## src/rtl/e1bm_pkg.sv

```systemverilog
package e1bm_pkg;

  localparam int unsigned DEF_NUM_CH = 4;
  localparam int unsigned DEF_NUM_TS = 32;
  localparam int unsigned DEF_BYTE_W = 8;
  localparam int unsigned DEF_REPEAT = 2;

  typedef enum logic {
    MX_PRIME = 1'b0,
    MX_RUN   = 1'b1
  } mux_state_e;

endpackage

```

## src/rtl/e1bm_pos_counter.sv

```systemverilog
module e1bm_pos_counter
  import e1bm_pkg::*;
#(
  parameter int unsigned POS_W = 11,
  parameter int unsigned TS_W  = 5,
  parameter int unsigned CH_W  = 2,
  parameter int unsigned LOW_W = 4
) (
  input  logic             clk,
  input  logic             rst_n,
  output logic [POS_W-1:0] pos_o,
  output logic [TS_W-1:0]  nxt_ts_o,
  output logic [CH_W-1:0]  nxt_ch_o,
  output mux_state_e       state_o
);

  logic [POS_W-1:0] pos_q, pos_d;
  mux_state_e       state_q, state_d;
  logic             cnt_en;
  logic             frame_last;

  assign cnt_en     = 1'b1;
  assign frame_last = &pos_q;

  always_comb begin
    pos_d   = pos_q;
    state_d = state_q;
    if (cnt_en) begin
      pos_d = pos_q + POS_W'(1);
      if (frame_last) state_d = MX_RUN;
    end
  end

  always_ff @(posedge clk or negedge rst_n) begin
    if (!rst_n) begin
      pos_q   <= '0;
      state_q <= MX_PRIME;
    end else begin
      pos_q   <= pos_d;
      state_q <= state_d;
    end
  end

  assign pos_o    = pos_q;
  assign nxt_ts_o = pos_d[POS_W-1 -: TS_W];
  assign nxt_ch_o = pos_d[LOW_W +: CH_W];
  assign state_o  = state_q;

  // the first pass through the frame is silent; running begins at wrap
  p_run_at_wrap_r1: assert property (@(posedge clk) disable iff (!rst_n)
    (state_q == MX_PRIME && pos_q != '1) |=> (state_q == MX_PRIME));

  // the position wraps to zero after the last period of a frame
  p_frame_wrap_r2: assert property (@(posedge clk) disable iff (!rst_n)
    (pos_q == '1) |=> (pos_q == '0 && state_q == MX_RUN));

endmodule

```

## src/rtl/e1bm_slot_hold.sv

```systemverilog
module e1bm_slot_hold #(
  parameter int unsigned NUM_CH = 4,
  parameter int unsigned BYTE_W = 8,
  parameter int unsigned CH_W   = 2
) (
  input  logic                     clk,
  input  logic                     rst_n,
  input  logic                     slot_end_i,
  input  logic [CH_W-1:0]          nxt_ch_i,
  input  logic [NUM_CH*BYTE_W-1:0] fetch_data_i,
  output logic [NUM_CH-1:0]        fetch_stb_o,
  output logic [NUM_CH*BYTE_W-1:0] hold_o
);

  for (genvar c = 0; c < NUM_CH; c++) begin : g_lane
    logic              ld;
    logic [BYTE_W-1:0] hold_q, hold_d;

    assign ld = slot_end_i && (nxt_ch_i == CH_W'(c));

    always_comb begin
      hold_d = hold_q;
      if (ld) hold_d = fetch_data_i[c*BYTE_W +: BYTE_W];
    end

    always_ff @(posedge clk or negedge rst_n) begin
      if (!rst_n) hold_q <= '0;
      else        hold_q <= hold_d;
    end

    assign fetch_stb_o[c]               = ld;
    assign hold_o[c*BYTE_W +: BYTE_W] = hold_q;

    // a lane's held byte only changes at its own capture edge
    p_hold_stable_r8: assert property (@(posedge clk) disable iff (!rst_n)
      !fetch_stb_o[c] |=> $stable(hold_o[c*BYTE_W +: BYTE_W]));
  end

endmodule

```

## src/rtl/e1bm_bit_select.sv

```systemverilog
module e1bm_bit_select #(
  parameter int unsigned NUM_CH = 4,
  parameter int unsigned BYTE_W = 8,
  parameter int unsigned CH_W   = 2,
  parameter int unsigned BI_W   = 3
) (
  input  logic [NUM_CH*BYTE_W-1:0] hold_i,
  input  logic [CH_W-1:0]          ch_i,
  input  logic [BI_W-1:0]          bidx_i,
  input  logic                     run_i,
  output logic                     ser_o
);

  logic [BYTE_W-1:0] byte_sel;
  logic [BI_W-1:0]   bit_pos;

  always_comb begin
    byte_sel = hold_i[ch_i*BYTE_W +: BYTE_W];
    bit_pos  = BI_W'(BYTE_W - 1) - bidx_i;
    ser_o    = run_i ? byte_sel[bit_pos] : 1'b0;
  end

endmodule

```

## src/rtl/e1_quad_bitmux.sv

```systemverilog
module e1_quad_bitmux
  import e1bm_pkg::*;
#(
  parameter int unsigned NUM_CH = DEF_NUM_CH,
  parameter int unsigned NUM_TS = DEF_NUM_TS,
  parameter int unsigned BYTE_W = DEF_BYTE_W,
  parameter int unsigned REPEAT = DEF_REPEAT
) (
  input  logic                         clk,
  input  logic                         rst_n,
  input  logic [NUM_CH*BYTE_W-1:0]     fetch_data_i,
  output logic [NUM_CH-1:0]            fetch_stb_o,
  output logic [$clog2(NUM_TS)-1:0]    fetch_ts_o,
  output logic                         ser_o,
  output logic                         fsync_o,
  output logic [$clog2(NUM_TS)-1:0]    ts_o,
  output logic [$clog2(NUM_CH)-1:0]    ch_o
);

  localparam int unsigned TS_W   = $clog2(NUM_TS);
  localparam int unsigned CH_W   = $clog2(NUM_CH);
  localparam int unsigned BI_W   = $clog2(BYTE_W);
  localparam int unsigned RP_W   = $clog2(REPEAT);
  localparam int unsigned SLOT_W = BI_W + RP_W;
  localparam int unsigned POS_W  = TS_W + CH_W + SLOT_W;

  logic [POS_W-1:0]         pos;
  logic [TS_W-1:0]          nxt_ts;
  logic [CH_W-1:0]          nxt_ch;
  mux_state_e               state;
  logic                     run;
  logic                     slot_end;
  logic [NUM_CH*BYTE_W-1:0] hold;

  e1bm_pos_counter #(
    .POS_W (POS_W),
    .TS_W  (TS_W),
    .CH_W  (CH_W),
    .LOW_W (SLOT_W)
  ) u_pos (
    .clk      (clk),
    .rst_n    (rst_n),
    .pos_o    (pos),
    .nxt_ts_o (nxt_ts),
    .nxt_ch_o (nxt_ch),
    .state_o  (state)
  );

  assign run      = (state == MX_RUN);
  assign slot_end = &pos[SLOT_W-1:0];

  e1bm_slot_hold #(
    .NUM_CH (NUM_CH),
    .BYTE_W (BYTE_W),
    .CH_W   (CH_W)
  ) u_hold (
    .clk          (clk),
    .rst_n        (rst_n),
    .slot_end_i   (slot_end),
    .nxt_ch_i     (nxt_ch),
    .fetch_data_i (fetch_data_i),
    .fetch_stb_o  (fetch_stb_o),
    .hold_o       (hold)
  );

  e1bm_bit_select #(
    .NUM_CH (NUM_CH),
    .BYTE_W (BYTE_W),
    .CH_W   (CH_W),
    .BI_W   (BI_W)
  ) u_sel (
    .hold_i (hold),
    .ch_i   (pos[SLOT_W +: CH_W]),
    .bidx_i (pos[RP_W +: BI_W]),
    .run_i  (run),
    .ser_o  (ser_o)
  );

  assign fetch_ts_o = nxt_ts;
  assign fsync_o    = run && (pos == '0);
  assign ts_o       = run ? pos[POS_W-1 -: TS_W] : '0;
  assign ch_o       = run ? pos[SLOT_W +: CH_W] : '0;

  // nothing leaves the block before running starts
  p_silent_r1: assert property (@(posedge clk) disable iff (!rst_n)
    !run |-> (!ser_o && !fsync_o && ts_o == '0 && ch_o == '0));

  // timeslot steps by one after the last channel slot
  p_ts_step_r2: assert property (@(posedge clk) disable iff (!rst_n)
    (run && (&pos[POS_W-TS_W-1:0]) && ts_o != TS_W'(NUM_TS - 1))
    |=> (ts_o == $past(ts_o) + TS_W'(1)));

  // a bit is held across its repeat copies
  p_repeat_r4: assert property (@(posedge clk) disable iff (!rst_n)
    (run && !(&pos[RP_W-1:0])) |=> (ser_o == $past(ser_o)));

  // frame marker lasts one period
  p_fsync_single_r6: assert property (@(posedge clk) disable iff (!rst_n)
    fsync_o |=> !fsync_o);

  // frame marker follows the capture of timeslot 0 for channel 0
  p_fsync_after_fetch_r6: assert property (@(posedge clk) disable iff (!rst_n)
    $rose(fsync_o) |-> ($past(fetch_stb_o[0]) && $past(fetch_ts_o) == '0));

  // at most one lane captures in any period
  p_fetch_onehot_r7: assert property (@(posedge clk) disable iff (!rst_n)
    $onehot0(fetch_stb_o));

endmodule

```

## config.mk

```make
export PLATFORM = sky130hd
export DESIGN_NAME = e1_quad_bitmux
export DESIGN_NICKNAME = d
export VERILOG_FILES = /design/src/rtl/e1bm_pkg.sv /design/src/rtl/e1bm_pos_counter.sv /design/src/rtl/e1bm_slot_hold.sv /design/src/rtl/e1bm_bit_select.sv /design/src/rtl/e1_quad_bitmux.sv
export SDC_FILE = /design/constraint.sdc
export NUM_CORES = 1
export LEC_CHECK = 0
export ABC_AREA = 0
export BUFFER_PORTS_ARGS = -buffer_cell sky130_fd_sc_hd__buf_2
export CORE_UTILIZATION = 40
export DETAILED_ROUTE_END_ITERATION = 10
export RECOVER_POWER = 100
export SLEW_MARGIN = 25
export SYNTH_ARGS = -nofsm -noshare
export SYNTH_HDL_FRONTEND = slang
export SYNTH_SLANG_ARGS = --single-unit
```

## constraint.sdc

```tcl
create_clock -name clk -period 1.9 [get_ports clk]
set_clock_uncertainty 0.05 [all_clocks]
set_input_delay 0.38 -clock clk [delete_from_list [all_inputs] [get_ports clk]]
set_output_delay 0.38 -clock clk [all_outputs]
set_load 0.1 [all_outputs]
```

**Word level (Yosys, flattened, before mapping)**

Cells that the tools add are included.

- Add/sub/neg operators: 2
- $lt $le $gt $ge: 1
- Eq/ne operators: 3
- Shifts and indexed selects: 1
- Mux-type cells: 5
- Reductions and logical operators: 9

Operators by type and width:

| kind | count |
|---|---|
| $shiftx A32 B6 Y8 | 1 |
| $add A11 B1 Y11 const B | 1 |
| $logic_not A11 Y1 | 1 |
| $reduce_and A11 Y1 | 1 |
| $logic_and A1 B1 Y1 | 5 |
| $mux W5 | 1 |
| $eq A2 B2 Y1 const B | 2 |
| $lt A3 B4 Y1 const B | 1 |
| $reduce_and A4 Y1 | 1 |
| $bmux W1 S3 | 1 |
| $sub A3 B3 Y3 const A | 1 |
| $eq A2 B1 Y1 const B | 1 |
| $logic_not A2 Y1 | 1 |
| $mux W1 | 2 |
| $mux W2 | 1 |

- Register bits after elaboration: 44
- Bits of input ports: 34

**Logic depth before layout (Yosys ltp)**

- Depth in word-level cells: 4
- Gate-level depth with buffers: 6

**Hierarchy**

Synthesis repeated with hierarchy kept, for this count alone.

- Cells, all modules: 153
- Area, all modules: 2200.9 µm²

By module, submodules not included:

| module | instances | cells an instance | area an instance (µm²) | sequential area each (µm²) |
|---|---|---|---|---|
| e1bm_slot_hold | 1 | 76 | 1258.7 | 800.8 |
| e1bm_pos_counter | 1 | 42 | 533.0 | 300.3 |
| e1bm_bit_select | 1 | 23 | 322.8 | 0.0 |
| e1_quad_bitmux | 1 | 12 | 86.3 | 0.0 |

**Least setup slack after synthesis**

Ideal clock, no wire load.

- Path type: reg2out
- Start point: register u_pos.pos_q[4] (netlist: u_pos.pos_o[4])
- End point: output port fsync_o
- Data arrival time: 3873 ps
- Setup slack: -2403 ps
- Stages on the path, launching flop included: 6
- Cell sequence: dfrtp_1 buf_6 buf_4 nor4b_1 nand4b_1 nor4_1

- Cells in the longest elaborated chain, start to end: 2

RTL lines:

| element | RTL line | source |
|---|---|---|
| start: declaration | e1bm_pos_counter.sv:17 | `logic [POS_W-1:0] pos_q, pos_d;` |
| start signal: assignment | e1bm_pos_counter.sv:39 | `pos_q <= pos_d;` |
| $logic_not A11 Y1 | e1_quad_bitmux.sv:80 | `assign fsync_o = run && (pos == '0);` |
| $logic_and A1 B1 Y1 | e1_quad_bitmux.sv:80 |  |
| end: declaration | e1_quad_bitmux.sv:15 | `output logic fsync_o,` |

No other way between the ends.

**Final worst setup path**

- Start point: register u_pos.pos_q[4] (netlist: u_pos.pos_o[4])
- End point: output port ser_o

- Cells in the longest elaborated chain, start to end: 4

RTL lines:

| element | RTL line | source |
|---|---|---|
| $shiftx A32 B6 Y8 | e1bm_bit_select.sv:18 | `byte_sel = hold_i[ch_i*BYTE_W +: BYTE_W];` |
| $bmux W1 S3 | e1bm_bit_select.sv:20 | `ser_o = run_i ? byte_sel[bit_pos] : 1'b0;` |
| $mux W1 (not written as such) | e1bm_bit_select.sv:20 |  |
| $mux W1 | e1bm_bit_select.sv:20 |  |
| end: declaration | e1_quad_bitmux.sv:14 | `output logic ser_o,` |

No other way between the ends. The select of a mux whose other input is x is not followed.

==> flow_summary.yaml <==
status:
  status: "complete, but fails checks"
  violations: "setup timing"
yosys:
  synth_nets: 195
  synth.most_common_cell: "dfrtp_1"
  ys_seq_area_share_pct: 50.4
  synthCells: 159
  synth_area_sq_um: 2190
  yosysTopAreaCell: "dfrtp_1"
  synth_top_area_share_pct: 50.4
  synth_edf_count: 0
  synth_flop_cell: "dfrtp_1"
  ys_types: 33
  ys_ff_latch: 44
  synth.avg_cell_area_sq_um: 13.7
  ys_top_cells_by_count: "dfrtp_1, mux2_2, buf_4, mux2_4, nand2_1"
  synth_async_sr_flop_share_pct: 100
  yosysWarningCount: 0
  synth.area.top_cells: "dfrtp_1, mux2_2, mux4_2"
critical_path:
  r2r_start: "u_pos.pos_o[4]$_DFF_PN0_"
  critPathMaxStageDelay_ps: 480
  crit_fanout: 5
  crit_chain: "buf_12 > mux4_2 > mux2_4 > nand2_4 > a311oi_4 > buf_12"
  crit_start: "u_pos.pos_o[4]$_DFF_PN0_"
  r2r_cells: 7
  required_ps: 1470
  critPathMostFrequentCell: "buf_12"
  endpoint: "ser_o"
  path_class: "flip-flop to output port"
  worstSetupStartpointType: "flip-flop"
  cp_slowest_cell: "mux4_2"
  ff2ff_setup_slack_ps: -230
  rr_endpoint: "u_hold.g_lane[2].hold_q[5]$_DFFE_PN0P_"
  worstPathArrival_ps: 2030
  endpoint_kind: "output port"
sta:
  hold_viol_final: 0
  relSlewSlack_pct: 30.6
  worstMarginPinSlew_ps: 1040
  setup_viol: 27
  drv_slew: 0
  hold_slack_ps: 259
  min_period_ps: 2460
  finalCritPeriodShare_pct: 129
  fmax_mhz: 407
  rsz0062_at_grt: "yes"
  timing.final.ws_setup_ps: -555
routing:
  via_count: 1557
  wl_per_cell_um: 16.2
  drt-initial-drc-count: 88
  drtAntennaViolNets: 0
  drc_errors: 0
  wirelength_um: 5100
  avgViaCountPerCell: 4.94
  drt_pass1_iterations: 4
final_layout:
  num_antenna_cells: 0
  fin_area_sq_um: 3260
  drive_gt1_share_pct: 68.6
  layout.nets: 281
  synthToLayoutAreaGrowth_pct: 49.1
placed_design:
  gp_congestion: 0.842
  dp_slack_ps: -364
  place_area_sq_um: 2930
  io_buffers: 51
  place_hpwl_um: 3740
grt:
  antenna_found_initial: 0
  grt_pass1_vias: 1620
  grt_max_degree: 27
  grt_first_pass_wirelength_um: 8340
  grt_overflow: 0
  grtUsageTotal_pct: 18.6
clock_tree:
  cts_tree: "done"
  clockBufferDepth: 2
  cts_root_buf: "clkbuf_8"
  htreeDepth: 2
  clock_latency_ps: 290
  clkTransAtPathRegs_ps: 80
  cts-buffers-inserted: 5
  cts_sinks: 44
die:
  fp.dieW_um: 75.9
  floorplan.initialDensity_pct: 42.3
  rows: 26
  ios: 52
  die-area_sq_um: 5760
  core_sq_um: 5170
  die_h_um: 75.9
power:
  power_density_nw_per_um2: 523
  power.leakage_uw: 0.00152
  vdd_ir_drop_max_mv: 0.315
job:
  cap_violations: 0
worst_hold_path:
  hold_path_class: "input pin to flip-flop"
## critical path: cells and delay by family, from the launching register on
| family | cells | cell delay [ps] |
|---|---|---|
| flops | 1 | 470 |
| simple gates | 1 | 70 |
| compound gates | 1 | 90 |
| buf+inv | 2 | 330 |
| mux | 2 | 770 |
## cells in the final DEF (no fill, tap or decap), types with 2 or more instances in the layout
cell | netlist | routed
and2_1 | 7 | 6
and3_4 | 0 | 3
buf_12 | 0 | 16
buf_2 | 2 | 37
buf_4 | 11 | 34
buf_6 | 2 | 5
clkbuf_1 | 1 | 2
clkbuf_8 | 0 | 7
dfrtp_1 | 44 | 40
dfrtp_2 | 0 | 4
inv_1 | 4 | 2
inv_2 | 0 | 2
mux2_2 | 26 | 24
mux2_4 | 8 | 10
mux2i_1 | 2 | 2
mux4_2 | 7 | 7
nand2_1 | 8 | 6
nand2_4 | 0 | 2
nand3_1 | 4 | 3
nor2_4 | 0 | 3
xnor2_1 | 6 | 3
xnor2_2 | 0 | 3
xor2_1 | 2 | 2
## how the worst min path moves through the flow
stage	from	cells after the start	endpoint	slack, ps
3_5_place_dp	rst_n	1	u_hold.g_lane[1].hold_q[5]$_DFFE_PN0P_	310
2_1_floorplan	rst_n	0	u_hold.g_lane[0].hold_q[0]$_DFFE_PN0P_	30
5_1_grt	fetch_data_i[17]	2	u_hold.g_lane[2].hold_q[1]$_DFFE_PN0P_	250
4_1_cts	fetch_data_i[6]	2	u_hold.g_lane[0].hold_q[6]$_DFFE_PN0P_	260
6_report	fetch_data_i[6]	2	u_hold.g_lane[0].hold_q[6]$_DFFE_PN0P_	260
3_3_place_gp	rst_n	1	u_hold.g_lane[0].hold_q[4]$_DFFE_PN0P_	290
## report_power, final
group / internal [uW] / total (uW) / switching (uW)
Combinational: 60.3 / 101 / 40.9
Clock: 324 / 626 / 302
Sequential: 961 / 977 / 15.3
## repair_timing
action / in CTS / in global routing
setup endpoints to repair: 36 / 31
pin swaps: 4 / 7
cloned: 0 / 0
gates resized for setup: 17 / 21
hold endpoints to repair: 18 / 0
hold buffers: 1 / 0
buffers inserted: 3 / 10
## logic make-up (layout without fill, tap and decap cells)
family / after synthesis / in the layout / share of synthesized area [%]
AO/OA/AOI/OAI: 7 / 7 / 2.81
XOR/XNOR: 8 / 8 / 3.21
adder cells (fa/ha/maj): 2 / 2 / 1.14
buffers and inverters: 20 / 106 / 6.12
flip-flops: 44 / 44 / 50.4
multiplexers: 43 / 43 / 27.0
AND/OR/NAND/NOR: 35 / 35 / 9.33
## sequential cells by signal, summed over array words and instances (netlist names)
| name | cells |
|---|---|
| u_hold.g_lane.hold_q | 32 |
| u_pos.pos_o | 11 |
| u_pos.state_o | 1 |
## area by class of cell
| class | instances | area (sq um) |
|---|---|---|
| fillers | 379 | 1910 |
| multi-input cells | 95 | 1120 |
| flip-flops and latches | 44 | 1110 |
| repair buffers | 95 | 835 |
| clock buffers | 7 | 96.3 |
| well taps | 70 | 87.6 |
| inverters | 4 | 15.0 |
## per-layer routing
layer / vias to the layer above / routed length, um / global-route usage, % / part of all wire [%]
met5: - / 0 / 0 / 0
met4: 0 / 51 / 7.31 / 1.0
met3: 8 / 216 / 4.34 / 4.2
met2: 37 / 2550 / 29.8 / 50
met1: 785 / 2280 / 24.4 / 45
li1: 727 / - / - / -
## per-stage QoR
stage / power [uW] / instances / utilization [%] / TNS, ps
after CTS: 1730 / 306 / 60.4 / -8850
after detailed placement: 1100 / 295 / 56.6 / -7530
after global routing: 1790 / 315 / 63.0 / -10730
final: 1700 / 315 / 63.0 / -7210
after floorplan: 1030 / 159 / - / -1250
after global placement: 1090 / 295 / 56.6 / -5770
Note: power is estimated with default switching activity, not from simulation.
